<file path="src/rtl/rtc_cal_pkg.sv">
package rtc_cal_pkg;

    localparam int NUM_FIELDS = 7;
    localparam int ADDR_W     = $clog2(NUM_FIELDS + 1);

    localparam int IX_SEC  = 0;
    localparam int IX_MIN  = 1;
    localparam int IX_HOUR = 2;
    localparam int IX_DATE = 3;
    localparam int IX_DOW  = 4;
    localparam int IX_MON  = 5;
    localparam int IX_YEAR = 6;

    typedef enum logic [0:0] {
        ST_RUN    = 1'b0,
        ST_STAGED = 1'b1
    } rtc_state_e;

    function automatic logic [7:0] bcd_inc(input logic [7:0] v);
        if (v[3:0] == 4'd9) return {v[7:4] + 4'd1, 4'd0};
        return {v[7:4], v[3:0] + 4'd1};
    endfunction

    // tens digit parity plus units digit decides divisibility by four
    function automatic logic is_leap(input logic [7:0] yr);
        logic [3:0] u;
        u = yr[3:0];
        if (yr[4]) return (u == 4'd2) || (u == 4'd6);
        return (u == 4'd0) || (u == 4'd4) || (u == 4'd8);
    endfunction

    function automatic logic [7:0] month_days(input logic [7:0] mon, input logic leap);
        case (mon)
            8'h02:                      return leap ? 8'h29 : 8'h28;
            8'h04, 8'h06, 8'h09, 8'h11: return 8'h30;
            default:                    return 8'h31;
        endcase
    endfunction

endpackage

</file>
<file path="src/rtl/rtc_prescaler.sv">
module rtc_prescaler #(
    parameter int DIV = 32768
) (
    input  logic clk,
    input  logic rst_n,
    input  logic clr,
    output logic tick
);
    localparam int CW = (DIV > 2) ? $clog2(DIV) : 1;
    localparam logic [CW-1:0] LAST = CW'(DIV - 1);

    logic [CW-1:0] cnt_q;

    assign tick = (cnt_q == LAST) && !clr;

    always_ff @(posedge clk or negedge rst_n) begin
        if (!rst_n)              cnt_q <= '0;
        else if (clr || tick)    cnt_q <= '0;
        else                     cnt_q <= cnt_q + 1'b1;
    end

    AST_PRE_RANGE: assert property (@(posedge clk) disable iff (!rst_n)
        cnt_q <= LAST);
    AST_CLR_RESTART: assert property (@(posedge clk) disable iff (!rst_n)
        clr |=> (cnt_q == '0));

endmodule

</file>
<file path="src/rtl/rtc_field.sv">
module rtc_field
    import rtc_cal_pkg::*;
#(
    parameter logic [7:0] RST_VAL = 8'h00,
    parameter logic [7:0] MIN_VAL = 8'h00
) (
    input  logic       clk,
    input  logic       rst_n,
    input  logic       inc,
    input  logic       ld,
    input  logic [7:0] ld_val,
    input  logic [7:0] max_val,
    output logic [7:0] val,
    output logic       wrap
);
    logic at_end;

    assign at_end = (val >= max_val);
    assign wrap   = inc && !ld && at_end;

    always_ff @(posedge clk or negedge rst_n) begin
        if (!rst_n)   val <= RST_VAL;
        else if (ld)  val <= ld_val;
        else if (inc) val <= at_end ? MIN_VAL : bcd_inc(val);
    end

    AST_FLD_UNITS: assert property (@(posedge clk) disable iff (!rst_n)
        val[3:0] <= 4'd9);

endmodule

</file>
<file path="src/rtl/rtc_calendar.sv">
module rtc_calendar
    import rtc_cal_pkg::*;
#(
    parameter int DIV = 32768
) (
    input  logic              clk,
    input  logic              rst_n,
    input  logic              wr_en,
    input  logic [ADDR_W-1:0] addr,
    input  logic [7:0]        wr_data,
    input  logic              snap_req,
    output logic [7:0]        rd_data
);
    localparam logic [NUM_FIELDS:0][7:0] SNAP_RST =
        {8'h00, 8'h00, 8'h01, 8'h00, 8'h01, 8'h00, 8'h00, 8'h00};

    rtc_state_e st_q, st_d;

    logic [NUM_FIELDS-1:0][7:0] time_q;
    logic [NUM_FIELDS-1:0][7:0] stg_q;
    logic [NUM_FIELDS:0][7:0]   snap_q;

    logic wr_ok, tick, run_tick, ld_go;
    logic leap_w;
    logic [7:0] dim_w;
    logic c_sec, c_min, c_hour, c_date, c_mon;
    logic unused_dow_wrap, unused_year_wrap;

    assign wr_ok = wr_en && (addr < ADDR_W'(NUM_FIELDS));

    rtc_prescaler #(.DIV(DIV)) u_pre (
        .clk  (clk),
        .rst_n(rst_n),
        .clr  (wr_ok),
        .tick (tick)
    );

    // state register
    always_ff @(posedge clk or negedge rst_n) begin
        if (!rst_n) st_q <= ST_RUN;
        else        st_q <= st_d;
    end

    // next state and strobes
    always_comb begin
        st_d  = st_q;
        ld_go = 1'b0;
        unique case (st_q)
            ST_RUN: begin
                if (wr_ok) st_d = ST_STAGED;
            end
            ST_STAGED: begin
                if (tick) begin
                    st_d  = ST_RUN;
                    ld_go = 1'b1;
                end
            end
        endcase
    end

    assign run_tick = tick && (st_q == ST_RUN);
    assign leap_w   = is_leap(time_q[IX_YEAR]);
    assign dim_w    = month_days(time_q[IX_MON], leap_w);

    rtc_field #(.RST_VAL(8'h00), .MIN_VAL(8'h00)) u_sec (
        .clk(clk), .rst_n(rst_n), .inc(run_tick), .ld(ld_go),
        .ld_val(stg_q[IX_SEC]), .max_val(8'h59),
        .val(time_q[IX_SEC]), .wrap(c_sec));

    rtc_field #(.RST_VAL(8'h00), .MIN_VAL(8'h00)) u_min (
        .clk(clk), .rst_n(rst_n), .inc(c_sec), .ld(ld_go),
        .ld_val(stg_q[IX_MIN]), .max_val(8'h59),
        .val(time_q[IX_MIN]), .wrap(c_min));

    rtc_field #(.RST_VAL(8'h00), .MIN_VAL(8'h00)) u_hour (
        .clk(clk), .rst_n(rst_n), .inc(c_min), .ld(ld_go),
        .ld_val(stg_q[IX_HOUR]), .max_val(8'h23),
        .val(time_q[IX_HOUR]), .wrap(c_hour));

    rtc_field #(.RST_VAL(8'h01), .MIN_VAL(8'h01)) u_date (
        .clk(clk), .rst_n(rst_n), .inc(c_hour), .ld(ld_go),
        .ld_val(stg_q[IX_DATE]), .max_val(dim_w),
        .val(time_q[IX_DATE]), .wrap(c_date));

    rtc_field #(.RST_VAL(8'h00), .MIN_VAL(8'h00)) u_dow (
        .clk(clk), .rst_n(rst_n), .inc(c_hour), .ld(ld_go),
        .ld_val(stg_q[IX_DOW]), .max_val(8'h06),
        .val(time_q[IX_DOW]), .wrap(unused_dow_wrap));

    rtc_field #(.RST_VAL(8'h01), .MIN_VAL(8'h01)) u_mon (
        .clk(clk), .rst_n(rst_n), .inc(c_date), .ld(ld_go),
        .ld_val(stg_q[IX_MON]), .max_val(8'h12),
        .val(time_q[IX_MON]), .wrap(c_mon));

    rtc_field #(.RST_VAL(8'h00), .MIN_VAL(8'h00)) u_year (
        .clk(clk), .rst_n(rst_n), .inc(c_mon), .ld(ld_go),
        .ld_val(stg_q[IX_YEAR]), .max_val(8'h99),
        .val(time_q[IX_YEAR]), .wrap(unused_year_wrap));

    // staging bank: first write of a batch copies the live time
    always_ff @(posedge clk or negedge rst_n) begin
        if (!rst_n) begin
            stg_q <= '0;
        end else if (wr_ok) begin
            for (int k = 0; k < NUM_FIELDS; k++) begin
                if (addr == ADDR_W'(k))     stg_q[k] <= wr_data;
                else if (st_q == ST_RUN)    stg_q[k] <= time_q[k];
            end
        end
    end

    // snapshot bank, entry NUM_FIELDS stays zero
    always_ff @(posedge clk or negedge rst_n) begin
        if (!rst_n)        snap_q <= SNAP_RST;
        else if (snap_req) snap_q <= {8'h00, time_q};
    end

    assign rd_data = snap_q[addr];

    AST_LIVE_HOLD: assert property (@(posedge clk) disable iff (!rst_n)
        !tick |=> $stable(time_q));
    AST_LOAD_APPLY: assert property (@(posedge clk) disable iff (!rst_n)
        (st_q == ST_STAGED && tick) |=> (st_q == ST_RUN && time_q == $past(stg_q)));
    AST_BAD_ADDR_IGNORED: assert property (@(posedge clk) disable iff (!rst_n)
        (st_q == ST_RUN && wr_en && !wr_ok) |=> (st_q == ST_RUN));
    AST_SNAP_HOLD: assert property (@(posedge clk) disable iff (!rst_n)
        !snap_req |=> $stable(snap_q));
    AST_DATE_RANGE: assert property (@(posedge clk) disable iff (!rst_n)
        (time_q[IX_DATE] != 8'h00) && (time_q[IX_DATE] <= dim_w));
    AST_DOW_RANGE: assert property (@(posedge clk) disable iff (!rst_n)
        time_q[IX_DOW] <= 8'h06);
    AST_MIDNIGHT: assert property (@(posedge clk) disable iff (!rst_n)
        (run_tick && time_q[IX_HOUR:IX_SEC] == 24'h235959)
        |=> (time_q[IX_HOUR:IX_SEC] == 24'h000000));

endmodule

</file>
<file path="config.mk">
export PLATFORM = sky130hd
export DESIGN_NAME = rtc_calendar
export DESIGN_NICKNAME = d
export VERILOG_FILES = /design/src/rtl/rtc_cal_pkg.sv /design/src/rtl/rtc_prescaler.sv /design/src/rtl/rtc_field.sv /design/src/rtl/rtc_calendar.sv
export SDC_FILE = /design/constraint.sdc
export NUM_CORES = 1
export LEC_CHECK = 0
export BUFFER_PORTS_ARGS = -buffer_cell sky130_fd_sc_hd__clkbuf_2
export CORE_ASPECT_RATIO = 1.5
export CORE_MARGIN = 3
export CORE_UTILIZATION = 50
export CTS_CLUSTER_DIAMETER = 40
export DETAILED_ROUTE_END_ITERATION = 10
export PLACE_DENSITY = 0.76
export SLEW_MARGIN = 20
export SYNTH_ARGS = -nofsm -noshare
export SYNTH_HDL_FRONTEND = slang
export SYNTH_SLANG_ARGS = --single-unit
</file>
<file path="constraint.sdc">
create_clock -name clk -period 4.2 [get_ports clk]
set_input_delay 0.84 -clock clk [delete_from_list [all_inputs] [get_ports clk]]
set_output_delay 0.84 -clock clk [all_outputs]
set_load 0.005 [all_outputs]
</file>
==> metrics.txt <==
most common cell after layout, fill and taps aside dfrtp_1; Yosys warning count 0; FF+latch count, synth around 180; Mapped Avg Cell Area about 10 um^2; Starting Density 51.4%; largest net degree at the start of global routing 92; Async SR Flop Fraction 100%; TritonCTS Sinks about 180; critical path launch point type flop; FF+latch area ~4600 um^2; crit end category flop; delay-heaviest family, CP compound AO/OA/AOI/OAI gates; Final Cycle Share between 90 and 100%; critical path data required time roughly 4500 ps; CTS tree yes; CTS Hold Buffers Added 0; RSZ-0062 raised after global routing no; Final GP Congestion around 0.84; max-slew violations 0; Maximum Capacitance Violations 0; vias in the first global route between 7000 and 8000; H-tree depth 4; GRT Residual Overflow 0; CP cell instances or2_2 > nor3_1 > nand2_1 > o32a_1 > o22ai_1 > ha_1 > or4b_2 > nand4_1 > a21oi_1 > a31oi_1 > a31oi_1 > o22a_1; Yosys cell types 65; Worst R2R Path Depth 12; Seq pwr share approximately 49%; 1st-pass router iterations 7; clk slew on worst S/H paths approximately 70 ps; relative slew slack 26.1%; Design Area, Final ~11000 um^2; fill count around 1600; Pwr Density 355 nW/um^2; Net Sw Frac 23.0%; DRT iter0 DRCs ~620; ANT nets after route 0; Main synth FF type dfrtp_1; die area between 20000 and 25000 um^2; CTS buffer count 17; core area ~19000 um^2; Vias/cell 6.14; FP Rows between 60 and 70; Multi-input gate area ~4700 um^2; Tmin final 3870 ps; Post-DP HPWL 17300 um; Largest stage delay, worst path just over 600 ps; drt total wl ~25000 um; final net count approximately 1000; Finish-stage setup viols 0; r2r startpoint u_mon.val[7]; post-synth design cell area 9650 um^2; first-pass GRT wire length between 40000 and 50000 um; All-Layer GR Usage between 20% and 30%; Antenna Cells 0; buffers added on ports 22; Final Hold Vio Count 0; R2R Path End u_year.val[7]; Post-synth EDFFs 0; WL per Instance between 20 and 25 um; post-CTS setup buffers 0; Data arrival, critical path between 4000 and 5000 ps; sequential cell area fraction in the yosys report between 40% and 50%; chip width 119 um; CTS resizes 0; Die H around 180 um; f_max 0.259 GHz; initial antenna violation count 0; Placed Instance Area a little over 10000 um^2; worst-margin pin slew ~1100 ps; Top Registers snap_q (56), stg_q (56), u_pre.cnt_q (15); share of post-route cells with drive strength above 1 between 10% and 20%; NetSw approximately 0.87 mW; CP Buf/Inv Count 0; most frequent cells in the layout 180 x dfrtp_1, 109 x nand2_1, 94 x o21ai_0; Critical-path top delay cell or4b_2; DR DRC count 0; CTS Buffer Depth 2; Most common cell on crit path a31oi_1; Setup Total Neg Slack 0 ps; status finished, final reports clean; clock share of power roughly 45%; I/O Pins 23; Hold Path Class in -> async; Logic pwr share 6.0%; Setup CP Type reg -> reg; Net Count, Synth 1002; register-to-register setup slack ~330 ps; clk_skew about 9.7 ps; maximum fanout along the worst path 7; Clock Latency Late Sink roughly 430 ps; Area growth, synth to finish 10.5%; Pleak ~4.8 nW; Internal Pwr Total 2.91 mW; via count roughly 7600; worst vdd ir around 270 uV; Mapped Cells 964; root buffer cell clkbuf_16
==> metal layers <==
layer / global-route usage (%) / routed length, um
met5: 0 / 0
met3: 3.75 / 1110
met2: 41.8 / 12700
met1: 31.7 / 10400
met4: 12.1 / 1100
==> area by class of cell <==
cell class,count,share of cell area [%]
multi-input combinational,698,44.3
sequential,184,43.2
clock buffer,18,4.12
tap,252,2.96
timing repair buffer,44,2.90
clock inverter,11,1.62
inverter,25,0.880
==> worst max-delay path by stage <==
stage                       from            end  slack (ps)  cells after the start
finish              u_mon.val[7]  u_year.val[7]         330                     12
global route        u_mon.val[7]  u_year.val[7]         120                     12
CTS                 u_mon.val[7]  u_year.val[7]         390                     12
detailed placement  u_mon.val[7]  u_year.val[7]         450                     12
global placement    u_mon.val[7]  u_year.val[7]         590                     12
floorplan           u_mon.val[7]   u_mon.val[5]         930                     12
==> power by group through the flow <==
stage	registers [mW]	logic, mW	clock network [mW]
floorplan	1.89	0.126	0
global placement	1.90	0.223	0
detailed placement	1.90	0.229	0
CTS	1.86	0.229	1.71
global route	1.87	0.255	1.78
finish	1.87	0.228	1.69
==> cell usage after synthesis, types with 4 or more instances <==
library cell,instances,area (um^2)
nand4b_1,4,35.0
xor2_1,7,61.3
a22oi_1,5,37.5
inv_1,25,93.8
a21o_1,5,37.5
mux4_2,8,180
clkbuf_1,40,150
nor4_1,12,75.1
xnor2_1,7,61.3
nor3b_1,7,52.6
dfstp_2,4,105
nand3b_1,6,45.0
nor3_1,24,120
a21oi_1,71,355
mux2_2,59,664
nor4b_1,5,43.8
buf_1,5,18.8
nand2_1,109,409
nand2b_1,5,31.3
o21ai_0,94,470
a211oi_1,5,37.5
o21a_1,4,30.0
nand4_1,6,37.5
o21ai_1,5,25.0
o22ai_1,4,25.0
nor2_1,63,236
ha_1,23,288
a32oi_1,4,35.0
and2_1,4,25.0
nand3_1,21,105
dfrtp_1,180,4500
mux2i_1,61,611
a31oi_1,7,43.8
buf_2,12,60.1
a22o_1,7,61.3
and3_1,6,37.5
==> through the flow <==
step,hold slack [ps],power (mW),utilization (%),worst slack (ps),cells
after floorplan,448,2.01,-,932,964
after global placement,462,2.12,53.6,594,1203
after detailed placement,471,2.13,53.6,450,1203
after CTS,411,3.80,56.8,387,1232
after global routing,426,3.90,56.8,121,1232
final,388,3.78,56.8,333,1232
==> logic make-up after synthesis <==
| group | after synthesis | synth area share [%] |
|---|---|---|
| simple gates | 292 | 14.8 |
| compound gates | 241 | 14.7 |
| xor+xnor | 14 | 1.27 |
| fa+ha+maj | 23 | 2.98 |
| mux | 128 | 15.1 |
| buf+inv | 82 | 3.35 |
| flops | 184 | 47.8 |
==> worst reg2reg max path: stages (launching register included) <==
cell,delay (ps)
dfrtp_1,420
or2_2,330
nor3_1,230
nand2_1,120
o32a_1,350
o22ai_1,160
ha_1,250
or4b_2,620
nand4_1,160
a21oi_1,150
a31oi_1,570
a31oi_1,160
o22a_1,240
Note: power is estimated with default switching activity, not from simulation.
